File: src/rtl/alu_cf_pkg.sv
package alu_cf_pkg;
   localparam int OP_W = 6;

   typedef enum logic [OP_W-1:0] {
      OP_ADD = 6'b000000,
      OP_SUB = 6'b000001,
      OP_AND = 6'b000010,
      OP_OR  = 6'b000011,
      OP_XOR = 6'b000100,
      OP_NOT = 6'b000101,
      OP_SHL = 6'b000110,
      OP_SHR = 6'b000111,
      OP_ASR = 6'b001000,
      OP_EQ  = 6'b100000,
      OP_NE  = 6'b100001,
      OP_GT  = 6'b100010,
      OP_LT  = 6'b100011,
      OP_EZ  = 6'b100100,
      OP_NZ  = 6'b100101
   } op_e;

   function automatic logic is_cmp_class(input logic [OP_W-1:0] code);
      return code[OP_W-1];
   endfunction
endpackage

File: src/rtl/alu_cf_data.sv
module alu_cf_data
   import alu_cf_pkg::*;
#(
   parameter int WIDTH = 16
) (
   input  logic [OP_W-1:0]  op,
   input  logic [WIDTH-1:0] src,
   input  logic [WIDTH-1:0] dst,
   output logic [WIDTH-1:0] res,
   output logic             valid
);
   localparam int MSB = WIDTH - 1;

   logic [WIDTH-1:0] sum_v, dif_v;
   logic [WIDTH-1:0] shl_v, shr_v, asr_v;

   assign sum_v = src + dst;
   assign dif_v = src - dst;
   assign shl_v = {src[MSB-1:0], 1'b0};
   assign shr_v = {1'b0, src[MSB:1]};
   assign asr_v = {src[MSB], src[MSB:1]};

   always_comb begin
      res   = '0;
      valid = 1'b1;
      case (op)
         OP_ADD:  res = sum_v;
         OP_SUB:  res = dif_v;
         OP_AND:  res = src & dst;
         OP_OR:   res = src | dst;
         OP_XOR:  res = src ^ dst;
         OP_NOT:  res = ~src;
         OP_SHL:  res = shl_v;
         OP_SHR:  res = shr_v;
         OP_ASR:  res = asr_v;
         default: valid = 1'b0;
      endcase
   end
endmodule

File: src/rtl/alu_cf_cmp.sv
module alu_cf_cmp
   import alu_cf_pkg::*;
#(
   parameter int WIDTH      = 16,
   parameter bit SIGNED_CMP = 1'b0
) (
   input  logic [OP_W-1:0]  op,
   input  logic [WIDTH-1:0] src,
   input  logic [WIDTH-1:0] dst,
   output logic             hit,
   output logic             valid
);
   logic eq_v, gt_v, lt_v, zero_v;

   assign eq_v   = (src == dst);
   assign zero_v = (src == '0);

   generate
      if (SIGNED_CMP) begin : g_signed
         assign gt_v = ($signed(src) > $signed(dst));
         assign lt_v = ($signed(src) < $signed(dst));
      end else begin : g_unsigned
         assign gt_v = (src > dst);
         assign lt_v = (src < dst);
      end
   endgenerate

   always_comb begin
      hit   = 1'b0;
      valid = 1'b1;
      case (op)
         OP_EQ:   hit = eq_v;
         OP_NE:   hit = ~eq_v;
         OP_GT:   hit = gt_v;
         OP_LT:   hit = lt_v;
         OP_EZ:   hit = zero_v;
         OP_NZ:   hit = ~zero_v;
         default: valid = 1'b0;
      endcase
   end
endmodule

File: src/rtl/alu_cf_flag.sv
module alu_cf_flag #(
   parameter bit RST_VAL = 1'b0
) (
   input  logic clk,
   input  logic rst_n,
   input  logic we,
   input  logic d,
   output logic q
);
   always_ff @(posedge clk or negedge rst_n) begin
      if (!rst_n)  q <= RST_VAL;
      else if (we) q <= d;
   end
endmodule

File: src/rtl/alu_cmpflag.sv
module alu_cmpflag
   import alu_cf_pkg::*;
#(
   parameter int WIDTH      = 16,
   parameter bit SIGNED_CMP = 1'b0,
   parameter bit FLAG_RST   = 1'b0
) (
   input  logic             clk,
   input  logic             rst_n,
   input  logic [5:0]       op,
   input  logic [WIDTH-1:0] src,
   input  logic [WIDTH-1:0] dst,
   input  logic             flag_clr,
   output logic [WIDTH-1:0] result,
   output logic             res_we,
   output logic             flag_nxt,
   output logic             flag_we,
   output logic             flag_q
);
   generate
      if (WIDTH < 2) begin : g_bad_width
         $error("alu_cmpflag: WIDTH must be at least 2");
      end
   endgenerate

   logic [WIDTH-1:0] data_res;
   logic             data_ok, cmp_hit, cmp_ok;
   logic             is_cmp;

   assign is_cmp = is_cmp_class(op);

   alu_cf_data #(.WIDTH(WIDTH)) u_data (
      .op(op), .src(src), .dst(dst), .res(data_res), .valid(data_ok)
   );

   alu_cf_cmp #(.WIDTH(WIDTH), .SIGNED_CMP(SIGNED_CMP)) u_cmp (
      .op(op), .src(src), .dst(dst), .hit(cmp_hit), .valid(cmp_ok)
   );

   always_comb begin
      res_we = data_ok & ~is_cmp;
      result = res_we ? data_res : '0;
      flag_we = flag_clr | (cmp_ok & is_cmp);
      if (flag_clr)                flag_nxt = 1'b0;
      else if (cmp_ok && is_cmp)   flag_nxt = cmp_hit;
      else                         flag_nxt = flag_q;
   end

   alu_cf_flag #(.RST_VAL(FLAG_RST)) u_flag (
      .clk(clk), .rst_n(rst_n), .we(flag_we), .d(flag_nxt), .q(flag_q)
   );
endmodule

File: config.mk
export PLATFORM = sky130hd
export DESIGN_NAME = alu_cmpflag
export DESIGN_NICKNAME = d
export VERILOG_FILES = /design/src/rtl/alu_cf_pkg.sv /design/src/rtl/alu_cf_data.sv /design/src/rtl/alu_cf_cmp.sv /design/src/rtl/alu_cf_flag.sv /design/src/rtl/alu_cmpflag.sv
export SDC_FILE = /design/constraint.sdc
export NUM_CORES = 1
export LEC_CHECK = 0
export ABC_AREA = 1
export BUFFER_PORTS_ARGS = -buffer_cell sky130_fd_sc_hd__buf_2
export CAP_MARGIN = 5
export CORE_ASPECT_RATIO = 0.7
export CORE_MARGIN = 4
export CORE_UTILIZATION = 25
export DETAILED_ROUTE_END_ITERATION = 6
export GPL_ROUTABILITY_DRIVEN = 1
export GPL_TIMING_DRIVEN = 0
export HOLD_SLACK_MARGIN = 0.03
export MAX_ROUTING_LAYER = met4
export PLACE_DENSITY_LB_ADDON = 0.3
export SLEW_MARGIN = 20
export SYNTH_ARGS = -nofsm -noshare
export SYNTH_HDL_FRONTEND = slang
export SYNTH_SLANG_ARGS = --single-unit
File: constraint.sdc
create_clock -name clk -period 2.1 [get_ports clk]
set_clock_uncertainty 0.15 [all_clocks]
set_input_delay 0 -clock clk [delete_from_list [all_inputs] [get_ports clk]]
set_output_delay 0 -clock clk [all_outputs]
set_load 0.02 [all_outputs]
==> impl_results.md <==
* Final core utilization at 0.309
* Crit end category: output pin
* Number of buffers added on ports at 60
* Drt initial violations at 440
* First-pass GRT wire length at 20700 um
* Initial antenna violation count at 0
* Max-cap violations at 0
* Worst-Margin Slew at between 0.4 and 0.5 ns
* Most common cell on crit path: nand2_1
* Post-route cell area at approximately 0.004 mm^2
* Biggest register: u_flag.q
* Syn_nets at 722
* Core area at about 0.013 mm^2
* Detailed-route via count at 4240
* Critical Path RT at between 1.5 and 2 ns
* GRT Residual Overflow at 0
* HP Class: primary input to register
* CP Max Fanout at 7
* Critical Path Source Type: primary input
* Global-route usage over all layers at 0.167
* Worst-Skew Late Latency at 0 ns
* VDD IR max at 0.000117 V
* Async SR Flop Fraction at 1.00
* Hold Path Stages at 4
* Die Footprint at 0.0156 mm^2
* Synth warn at 0
* DIE WIDTH at 148 um
* R2R cell count at 4
* Final ANT Viol Nets at 0
* Post-route setup TNS at 0 ns
* IO Pins at 61
* Mean Syn Cell Area at 5.40 um^2
* Crit path DAT at 1.83 ns
* Synth cell types at 39
* Slowest CP cell: ha_2
* Post-Syn Instances at 631
* Period utilisation layout at 0.945
* DRT Pass-1 Iters at 5
* Starting Density at 0.258
* Min Hold Slack at 0.134 ns
* Post-DP HPWL at 10900 um
* RSZ-0062 raised after global routing: true
* Cell Area, Placed at 0.00394 mm^2
* Die height at 106 um
* Flops & latches, synth at 1
* Layout Nets at between 700 and 800
* Row count at 35
* Residual DRC at 0
* Final Hold Fails at 0
* Vias in the first global route at 3869
* Number of synthesized flops with an enable pin at 0
* Gpl congestion at 0.950
* P_leak at 2.27 nW
* Layout cells sized above 1 at 0.215
* Area grow syn2layout at 20.0%
* Main synth FF type: dfrtp_1
* Pins Over Slew Limit at 0
* Total wire length at 13100 um
* Fmax at 504 MHz
* Cell area after synthesis at 0.00341 mm^2
* Final setup viols at 0
* Routed length per instance at 15.0 um
* Crit Path Class: primary input to output pin
* Post-synthesis sequential area ratio at 0.00735
* Period minus WS final at slightly below 2 ns
* PwrDens at around 210 mW/mm^2
* Largest net degree at the start of global routing at 11
* Clock Pin Slew Worst Setup and Hold Paths at 0 ns
* Status: completed
* Biggest registers after layout: u_flag.q x1
* Max reg flops at 1
* N_diodes at 0
* CP max stage delay at 0.43 ns
* Worst path cell trace: buf_2, inv_1, ha_2, inv_2, nand2_1, nand2_1, inv_1, nand3_1, o21ai_0, nand2_1, nand3_1, buf_2
* Vias/cell at ~4.8
* Final Power at 0.860 mW
* Slew Limit Headroom at 0.723
## layer usage
| layer | part of all wire | track usage |
|---|---|---|
| met5 | 0 | - |
| met4 | 0 | 0.00199 |
| met3 | 0.082 | 0.0146 |
| met2 | 0.39 | 0.235 |
| met1 | 0.53 | 0.268 |
## layout by cell type (no fill, tap or decap), drive strengths merged, types with 2 or more instances in the layout
cell and n:
clkinvlp 2, ha 48, nand4 15, o21bai 3, nand2 195, nor2 62
clkbuf 3, inv 113, a21oi 29, buf 75, or2 4, and2 4
nand3 78, a211oi 2, o221ai 4, a22oi 3, o22ai 21, o21ai 12
nor3 11, fa 2
## power by group
group / switching (mW) / internal (mW)
Sequential: 0.000355 / 0.0204
Clock: 0 / 0
Combinational: 0.565 / 0.274
## logic make-up after synthesis
logic type / after synthesis / synth area share
AND/OR/NAND/NOR: 370 / 0.494
AO/OA/AOI/OAI: 77 / 0.142
buffers and inverters: 133 / 0.169
adder cells (fa/ha/maj): 50 / 0.188
flip-flops: 1 / 0.00735
## worst max-delay path: cells and delay by family
family                     cells  cell delay [ns]
adders and majority gates      1             0.43
AOI/OAI and AO/OA              1             0.29
and+or+nand+nor                5             0.51
buffers and inverters          5             0.59
## synth_stat cells (4+ instances only)
cell type / count / area, um^2
buf_6: 7 / 78.8
inv_1: 108 / 405
ha_1: 48 / 601
nand3_1: 70 / 350
nand2_1: 189 / 709
a21oi_1: 28 / 140
inv_2: 6 / 22.5
nor2_2: 5 / 31.3
nor3_1: 11 / 55.1
nand3_2: 7 / 70.1
o22ai_1: 21 / 131
o21ai_0: 11 / 55.1
nand2_2: 6 / 37.5
nor2_1: 52 / 195
nor2_4: 4 / 45.0
and2_1: 4 / 25.0
nand4_1: 15 / 93.8
buf_2: 7 / 35.0
## metrics by stage
step	std cells	setup slack, ns
after floorplan	631	0.512
after global placement	876	-0.0666
after detailed placement	876	-0.0677
after CTS	877	0.0142
after global routing	878	-0.0295
final	878	0.116
## cell type report
class	count	area, um^2
multi-input combinational	497	2920
timing repair buffer	62	323
sequential	1	25.0
inverter	116	445
buffer	17	146
fill	1534	9140
tap	185	231
## repair_timing
item                                    CTS  global route
resized for setup                         2            46
buffers inserted                          0             1
gates cloned                              0             0
pin swaps                                 0             4
endpoints found under the setup margin    3            11
hold buffers                              1             0
hold endpoints to repair                  1             0
## final timing paths
path | from | endpoint | slack, ns
max | src[5] | result[6] | 0.12
min in group asynchronous | rst_n | u_flag.q | 0.17
min | flag_clr | u_flag.q | 0.13
min reg2reg | u_flag.q | u_flag.q | 0.46
max reg2reg | u_flag.q | u_flag.q | 1.22
max in group asynchronous | rst_n | u_flag.q | 1.54
(Power assumes the default switching activity.)
